[src/rtl/i2c_iw_pkg.sv]
package i2c_iw_pkg;
  typedef enum logic [1:0] {
    PH_IDLE = 2'd0,
    PH_ADDR = 2'd1,
    PH_DATA = 2'd2
  } phase_e;

  localparam int EXT_BITS = 5;
  localparam logic [EXT_BITS-1:0] EXT_PATTERN = 5'b11110;
endpackage

[src/rtl/iw_scl_edge.sv]
module iw_scl_edge (
  input  logic clk,
  input  logic rst,
  input  logic scl_in,
  output logic rise,
  output logic fall
);
  logic scl_d;

  always_ff @(posedge clk) begin
    if (rst) scl_d <= 1'b1;
    else     scl_d <= scl_in;
  end

  assign rise = ~scl_d & scl_in;
  assign fall = scl_d & ~scl_in;
endmodule

[src/rtl/iw_bit_track.sv]
module iw_bit_track #(
  parameter int DATA_W = 8,
  parameter int CNT_W  = 4
) (
  input  logic              clk,
  input  logic              rst,
  input  logic              start_pulse,
  input  logic              stop_pulse,
  input  logic              rise,
  input  logic              fall,
  input  logic              sda_in,
  output logic              fall_ok,
  output logic [CNT_W-1:0]  clk_num,
  output logic [CNT_W-1:0]  bit_cnt,
  output logic [DATA_W-1:0] shreg
);
  localparam logic [CNT_W-1:0] LAST_M1 = CNT_W'(DATA_W);

  logic armed;

  assign fall_ok = fall & armed;
  assign clk_num = bit_cnt + 1'b1;

  always_ff @(posedge clk) begin
    if (rst || start_pulse || stop_pulse) begin
      bit_cnt <= '0;
      armed   <= 1'b0;
      if (rst) shreg <= '0;
    end else begin
      if (rise) begin
        armed <= 1'b1;
        shreg <= {shreg[DATA_W-2:0], sda_in};
      end
      if (fall_ok) begin
        armed   <= 1'b0;
        bit_cnt <= (bit_cnt == LAST_M1) ? '0 : bit_cnt + 1'b1;
      end
    end
  end
endmodule

[src/rtl/iw_addr_dec.sv]
module iw_addr_dec #(
  parameter int DATA_W = 8,
  parameter int ADDR_W = 7
) (
  input  logic [DATA_W-1:0] rx_byte,
  input  logic [ADDR_W-1:0] own_addr,
  output logic              hit,
  output logic              ext
);
  import i2c_iw_pkg::*;

  assign hit = rx_byte[DATA_W-1 -: ADDR_W] == own_addr;
  assign ext = rx_byte[DATA_W-1 -: EXT_BITS] == EXT_PATTERN;
endmodule

[src/rtl/i2c_irq_wait_ctrl.sv]
module i2c_irq_wait_ctrl #(
  parameter int DATA_W = 8,
  parameter int ADDR_W = 7,
  parameter int CNT_W  = 4
) (
  input  logic              clk,
  input  logic              rst,
  input  logic              scl_in,
  input  logic              sda_in,
  input  logic              start_pulse,
  input  logic              stop_pulse,
  input  logic              is_master,
  input  logic              is_tx,
  input  logic              wait_sel,
  input  logic              ack_en,
  input  logic [ADDR_W-1:0] own_addr,
  input  logic              release_pulse,
  output logic              irq,
  output logic              scl_hold,
  output logic              ack_drive
);
  import i2c_iw_pkg::*;

  localparam logic [CNT_W-1:0] N_BYTE = CNT_W'(DATA_W);
  localparam logic [CNT_W-1:0] N_LAST = CNT_W'(DATA_W + 1);

  logic              scl_rise, scl_fall, fall_ok;
  logic [CNT_W-1:0]  clk_num, bit_cnt;
  logic [DATA_W-1:0] rx_byte;
  logic              addr_hit, addr_ext;
  logic [CNT_W-1:0]  data_point;

  phase_e phase;
  logic   rep_start, addressed, ext_seen;

  iw_scl_edge u_edge (
    .clk    (clk),
    .rst    (rst),
    .scl_in (scl_in),
    .rise   (scl_rise),
    .fall   (scl_fall)
  );

  iw_bit_track #(.DATA_W(DATA_W), .CNT_W(CNT_W)) u_track (
    .clk         (clk),
    .rst         (rst),
    .start_pulse (start_pulse),
    .stop_pulse  (stop_pulse),
    .rise        (scl_rise),
    .fall        (scl_fall),
    .sda_in      (sda_in),
    .fall_ok     (fall_ok),
    .clk_num     (clk_num),
    .bit_cnt     (bit_cnt),
    .shreg       (rx_byte)
  );

  iw_addr_dec #(.DATA_W(DATA_W), .ADDR_W(ADDR_W)) u_dec (
    .rx_byte  (rx_byte),
    .own_addr (own_addr),
    .hit      (addr_hit),
    .ext      (addr_ext)
  );

  assign data_point = wait_sel ? N_LAST : N_BYTE;

  always_ff @(posedge clk) begin
    if (rst) begin
      phase     <= PH_IDLE;
      rep_start <= 1'b0;
      addressed <= 1'b0;
      ext_seen  <= 1'b0;
      irq       <= 1'b0;
      scl_hold  <= 1'b0;
      ack_drive <= 1'b0;
    end else begin
      irq <= 1'b0;
      if (stop_pulse) begin
        phase     <= PH_IDLE;
        rep_start <= 1'b0;
        addressed <= 1'b0;
        ext_seen  <= 1'b0;
        scl_hold  <= 1'b0;
        ack_drive <= 1'b0;
      end else if (start_pulse) begin
        rep_start <= (phase != PH_IDLE);
        phase     <= PH_ADDR;
        addressed <= 1'b0;
        ext_seen  <= 1'b0;
        scl_hold  <= 1'b0;
        ack_drive <= 1'b0;
      end else begin
        if (release_pulse) scl_hold <= 1'b0;
        if (fall_ok && phase != PH_IDLE) begin
          if (clk_num == N_LAST) begin
            ack_drive <= 1'b0;
            phase     <= PH_DATA;
          end
          if (phase == PH_ADDR) begin
            if (is_master) begin
              if (clk_num == N_LAST) begin
                irq      <= 1'b1;
                scl_hold <= 1'b1;
              end
            end else begin
              if (clk_num == N_BYTE) begin
                if (addr_ext) begin
                  irq       <= 1'b1;
                  scl_hold  <= 1'b1;
                  addressed <= 1'b1;
                  ext_seen  <= 1'b1;
                end else if (addr_hit) begin
                  addressed <= 1'b1;
                  ack_drive <= 1'b1;
                end
              end
              if (clk_num == N_LAST) begin
                if (addressed && !ext_seen) begin
                  irq      <= 1'b1;
                  scl_hold <= 1'b1;
                end else if (!addressed && rep_start) begin
                  irq <= 1'b1;
                end
              end
            end
          end else begin
            if ((is_master || addressed) && clk_num == data_point) begin
              irq      <= 1'b1;
              scl_hold <= 1'b1;
            end
            if (clk_num == N_BYTE && !is_master && addressed && !is_tx && ack_en)
              ack_drive <= 1'b1;
          end
        end
      end
    end
  end
endmodule

[config.mk]
export PLATFORM = sky130hd
export DESIGN_NAME = i2c_irq_wait_ctrl
export DESIGN_NICKNAME = d
export VERILOG_FILES = /design/src/rtl/i2c_iw_pkg.sv /design/src/rtl/iw_scl_edge.sv /design/src/rtl/iw_bit_track.sv /design/src/rtl/iw_addr_dec.sv /design/src/rtl/i2c_irq_wait_ctrl.sv
export SDC_FILE = /design/constraint.sdc
export NUM_CORES = 1
export LEC_CHECK = 0
export ABC_CLOCK_PERIOD_IN_PS = 4900
export BUFFER_PORTS_ARGS = -buffer_cell sky130_fd_sc_hd__buf_4
export CAP_MARGIN = 20
export CORE_MARGIN = 2
export CORE_UTILIZATION = 45
export CTS_CLUSTER_SIZE = 8
export DETAILED_ROUTE_END_ITERATION = 6
export PLACE_DENSITY = 0.71
export SETUP_SLACK_MARGIN = 0.5
export SLEW_MARGIN = 40
export SYNTH_ARGS = -nofsm -noshare
export SYNTH_HDL_FRONTEND = slang
export SYNTH_SLANG_ARGS = --single-unit
[constraint.sdc]
create_clock -name clk -period 4.9 [get_ports clk]
set_clock_uncertainty 0.05 [all_clocks]
set_input_delay 0.49 -clock clk [delete_from_list [all_inputs] [get_ports clk]]
set_output_delay 0.49 -clock clk [all_outputs]
set_load 0.02 [all_outputs]
# Word-level counts from Yosys, hierarchy flattened
# Cells that the tools add are included.
dict set report word_totals {
  output_inout_bits 3
  input_bits 18
  register_bits 22
}
dict set report op_classes {
  n_reduce_logical 29
  n_eq_ne 8
  mux 36
  bitwise 7
  n_addsub 1
}
# cell n
set op_table {}
lappend op_table {{1-bit two-way mux} 32}
lappend op_table {{8-bit two-way mux} 3}
lappend op_table {{4-bit == test, second input constant} 3}
lappend op_table {{5-bit AND reduction} 2}
lappend op_table {{2-bit nonzero test} 5}
lappend op_table {{1-bit logical AND} 8}
lappend op_table {{7-bit == test} 1}
lappend op_table {{2-bit AND reduction} 3}
lappend op_table {{5-bit == test, second input constant} 1}
lappend op_table {{4-bit by 1-bit adder with 4-bit output, second input constant} 1}
lappend op_table {{4-bit == test} 1}
lappend op_table {{1-bit logical NOT} 4}
lappend op_table {{4-bit two-way mux} 1}
lappend op_table {{1-bit inverter} 4}
lappend op_table {{2-bit OR reduction} 2}
lappend op_table {{4-bit OR reduction} 1}
lappend op_table {{1-bit bitwise AND} 3}
lappend op_table {{1-bit logical OR} 3}
lappend op_table {{3-bit OR reduction} 1}
lappend op_table {{2-bit by 1-bit == test with 1-bit output, second input constant} 1}
lappend op_table {{2-bit != test, second input constant} 1}

# Depth between registers and ports, before layout
dict set report depth {
  ltp_word 8
  ltp_mapped 6
  depth_no_buf 6
}

# Modules after synthesis
# Synthesis repeated with hierarchy kept, for this count alone.
dict set report unflattened {
  hier_cells 111
  hier_area_um2 1091.0
}
# mod area_per_inst_um2 cells_each n_inst
set by_module_without_submodules {}
lappend by_module_without_submodules {iw_bit_track 560.5 49 1}
lappend by_module_without_submodules {i2c_irq_wait_ctrl 400.4 47 1}
lappend by_module_without_submodules {iw_addr_dec 90.1 11 1}
lappend by_module_without_submodules {iw_scl_edge 40.0 4 1}

# Least setup slack after synthesis
# OpenSTA, ideal clock, no wires.
dict set report synth_path {
  path_type {reg-to-reg}
  start {register u_track.bit_cnt[0]}
  end {register ack_drive}
  t_arrival_ps 1507
  path_slack_ps 3225
  path_stages_with_launch 6
  n_path_buf 0
  period_less_slack_ps 1675
  required_ps 4733
  path_cell_list {dfxtp_1 ha_1 nand2_1 a2111oi_2 o21ai_0 a32o_2}
}
dict set report synth_between {
  elab_chain_len 8
  word_cells_on_any_way 14
  cone_classes {add/sub (1); eq/ne (2); mux (7); reduce/logical (4)}
}
# item line_no
set synth_rtl {}
lappend synth_rtl {{start: declaration} iw_bit_track.sv:14} ;# output logic [CNT_W-1:0] bit_cnt,
lappend synth_rtl {{start signal: assignment} iw_bit_track.sv:36} ;# bit_cnt <= (bit_cnt == LAST_M1) ? '0 : bit_cnt + 1'b1;
lappend synth_rtl {{4-bit by 1-bit adder with 4-bit output (*)} iw_bit_track.sv:22} ;# assign clk_num = bit_cnt + 1'b1;
lappend synth_rtl {{4-bit == test (on tied branches)} {i2c_irq_wait_ctrl.sv:95, i2c_irq_wait_ctrl.sv:106, i2c_irq_wait_ctrl.sv:131}}
lappend synth_rtl {{1-bit two-way mux or 1-bit logical AND (tied branches)} {i2c_irq_wait_ctrl.sv:95, i2c_irq_wait_ctrl.sv:131}}
lappend synth_rtl {{1-bit two-way mux or 1-bit logical AND (tied branches)} {i2c_irq_wait_ctrl.sv:112, i2c_irq_wait_ctrl.sv:131}}
lappend synth_rtl {{1-bit two-way mux or 1-bit logical AND (tied branches)} {i2c_irq_wait_ctrl.sv:107, i2c_irq_wait_ctrl.sv:131}}
lappend synth_rtl {{1-bit two-way mux or 1-bit logical AND (tied branches)} {i2c_irq_wait_ctrl.sv:106, i2c_irq_wait_ctrl.sv:131}}
lappend synth_rtl {{1-bit two-way mux (on tied branches)} {i2c_irq_wait_ctrl.sv:100, i2c_irq_wait_ctrl.sv:131}}
lappend synth_rtl {{1-bit two-way mux (*)} i2c_irq_wait_ctrl.sv:99} ;# if (phase == PH_ADDR) begin
lappend synth_rtl {{end signal: assignment} i2c_irq_wait_ctrl.sv:91} ;# ack_drive <= 1'b0;
lappend synth_rtl {{end signal: assignment} i2c_irq_wait_ctrl.sv:96} ;# ack_drive <= 1'b0;
lappend synth_rtl {{end signal: assignment} i2c_irq_wait_ctrl.sv:114} ;# ack_drive <= 1'b1;
lappend synth_rtl {{end: declaration} i2c_irq_wait_ctrl.sv:20} ;# output logic ack_drive
# Mark *: on every way between the ends. The rest lies on a longest branch, timed or not.
# A chain may end at the register's enable or synchronous reset.

# Worst setup path in the final report
# Ends and elaborated chain as after synthesis.

==> results.toml <==
[outcome]
outcome = "finished, final reports clean"

[timing]
tns_ps = 0
setup_violations = 0
timing.fmax_ghz = 0.521
finalCritPeriodShare_pct = 39.2
post-route-min-period_ps = 1920
slew_viol_final = 0
rsz0062_at_grt = "no"
hold_viol_final = 0
relSlewSlack_pct = 52.2
tightest_slew_ps = 712

[layout]
area_delta_synth_final_pct = 19.5
antenna-diode-count = 0
multi_input_area_sq_um = 581
final_nets = 164
drive_above_1_share_pct = 20.4
register_area_sq_um = 520
n_fill_cell = 226
final_util_pct = 55.6

[worst_setup_path]
critPathArrivalTime_ps = 2080
crit_fanout = 6
critPathRequiredTime_ps = 5060
rr_endpoint = "ack_drive"
critPathCaptureType = "flip-flop"
path_class = "reg -> reg"
r2r_slack_ps = 2980
slowest_stage = "dfxtp_1"
r2r_cells = 5
crit_chain = "ha_1, nand2_1, a2111oi_2, o21ai_0, a32o_2"
critical_path.max_stage_delay_ps = 470
worstSetupStartpointType = "flip-flop"
r2r-start = "u_track.bit_cnt[0]"

[synth]
yosysTopAreaCell = "dfxtp_1"
yosysMostFrequentCell = "dfxtp_1"
synth_nets = 140
postSynthCellCount = 119
synth_top_area_share_pct = 24.8
synth-edff-count = 8
synth.avg_cell_area_sq_um = 9.50
yosysSeqAreaShare_pct = 46.0
async_flop_share_pct = 0
yosys_warnings = 0
synth_area_sq_um = 1130
synth.area.top_cells = "dfxtp_1, edfxtp_1, xnor2_1"
ys_ff_latch = 22
ys_types = 37
synth_commonest_cells = "dfxtp_1, nor2_1, a21oi_1"
ys.flop_type = "dfxtp_1"

[clocking]
cts_tree = "built"
root_buffer = "clkbuf_4"
cts_setup_buffers = 0
clock_path_buffers = 2
cts_hold_buf = 0
cts_buffers = 3
clock_sinks = 22
post_cts_resized = 0
path_clk_slew_ps = 120
htree_levels = 1
clk-insertion-delay-late_ps = 310

[drt]
dr.first_iter.drc_count = 36
drtPass1Iterations = 6
wl_met2_um = 1030
wl_per_cell_um = 12.9
vias = 901
top_layer_used = "met4"
met3_length_um = 103
m1WireLength_um = 1080
antenna_left = 0
wl_um = 2230
drc = 0
vias_per_cell = 5.24

[hold_path]
hold_path_end = "phase[0]"
holdCritStartpoint = "stop_pulse"
whs_path_depth = 2
hp-class = "in -> reg"

[global_routing]
grt_pass1_wl_um = 3440
grt_pass1_vias = 797
grt_max_degree = 13
globalRoute.totalOverflow = 0
grt.total_usage_pct = 16.3
antenna_found_initial = 0

[pwr]
vdd_drop_max_mv = 0.176
leakage_nw = 0.499
power_density_nw_per_um2 = 242

[die]
start_util_pct = 46.5
die_area_sq_um = 2930
die_w_um = 54.1
row_count = 18
ios = 21
die_height_um = 54.1
core_sq_um = 2430

[run]
drv_cap = 0

[place]
gp_congestion = 0.810
place.port_buffers = 20
dp_hpwl_um = 1760
## registers in the layout (all words and copies together) (netlist names)
signal,flops
u_track.shreg,8
u_track.bit_cnt,4
phase,2
ack_drive,1
addressed,1
ext_seen,1
irq,1
rep_start,1
scl_hold,1
u_edge.scl_d,1
u_track.armed,1
## routing by layer
layer	vias to the layer above	global-route usage [%]
li1	476	-
met1	404	21.5
met2	19	27.3
met3	2	3.33
met4	0	3.75
met5	-	0
## worst max-delay path, delay by kind of cell, from the launching register on
kind,cells,cell delay (ps)
compound gates,3,940
flops,1,470
fa+ha+maj,1,270
simple gates,1,100
## power by group
part           switching (W)  internal (W)
Combinational      0.0000127     0.0000172
Clock              0.0000543     0.0000453
Sequential        0.00000359      0.000194
## cells in the final DEF, fill, tap and decap left out, types with 2 or more instances in the layout
cell,count
a21o_1,2
a21oi_1,9
a31oi_1,3
and2_1,8
buf_4,20
clkbuf_4,3
dfxtp_1,14
edfxtp_1,8
ha_1,3
inv_1,7
nand2_1,6
nand2b_1,3
nand3b_1,2
nand4_1,2
nor2_1,12
nor2b_1,2
nor3_1,3
nor4_1,3
o21ai_0,4
o21bai_1,2
xnor2_1,8
## worst max-delay path by stage
stage	startpoint	endpoint	slack [ps]	cells after the start
5_1_grt	u_track.bit_cnt[0]	phase[0]	2830	6
3_3_place_gp	start_pulse	u_track.shreg[6]	2910	3
6_report	u_track.bit_cnt[0]	ack_drive	2980	5
3_5_place_dp	start_pulse	u_track.shreg[5]	2830	3
4_1_cts	u_track.bit_cnt[0]	ack_drive	2960	5
2_1_floorplan	u_track.bit_cnt[0]	ack_drive	3230	5
## metrics by stage
stage | instances | worst slack, ps | total power (W) | instance area, sq um | hold WS (ps)
floorplan | 119 | 3230 | 0.000215 | 1130 | 382
global placement | 168 | 2910 | 0.000230 | 1320 | 403
detailed placement | 168 | 2830 | 0.000232 | 1320 | 412
CTS | 172 | 2960 | 0.000330 | 1350 | 314
global route | 172 | 2830 | 0.000338 | 1350 | 313
finish | 172 | 2980 | 0.000327 | 1350 | 315
## area by class of cell
class	count	area share, %
repair buffers	20	11.1
inverters	7	1.94
well taps	30	2.78
multi-input cells	89	43.0
clock buffers	4	2.69
flip-flops and latches	22	38.5
## cells by family (layout without fill, tap and decap cells)
family / Yosys count / in the layout / share of synthesized area [%]
AO/OA/AOI/OAI: 29 / 29 / 17.6
XOR/XNOR: 8 / 8 / 6.19
adder cells (fa/ha/maj): 3 / 3 / 3.32
buffers and inverters: 8 / 31 / 2.65
flip-flops: 22 / 22 / 46.0
multiplexers: 1 / 1 / 0.885
AND/OR/NAND/NOR: 48 / 48 / 23.3
No activity file was read; power rests on OpenSTA's default activity.
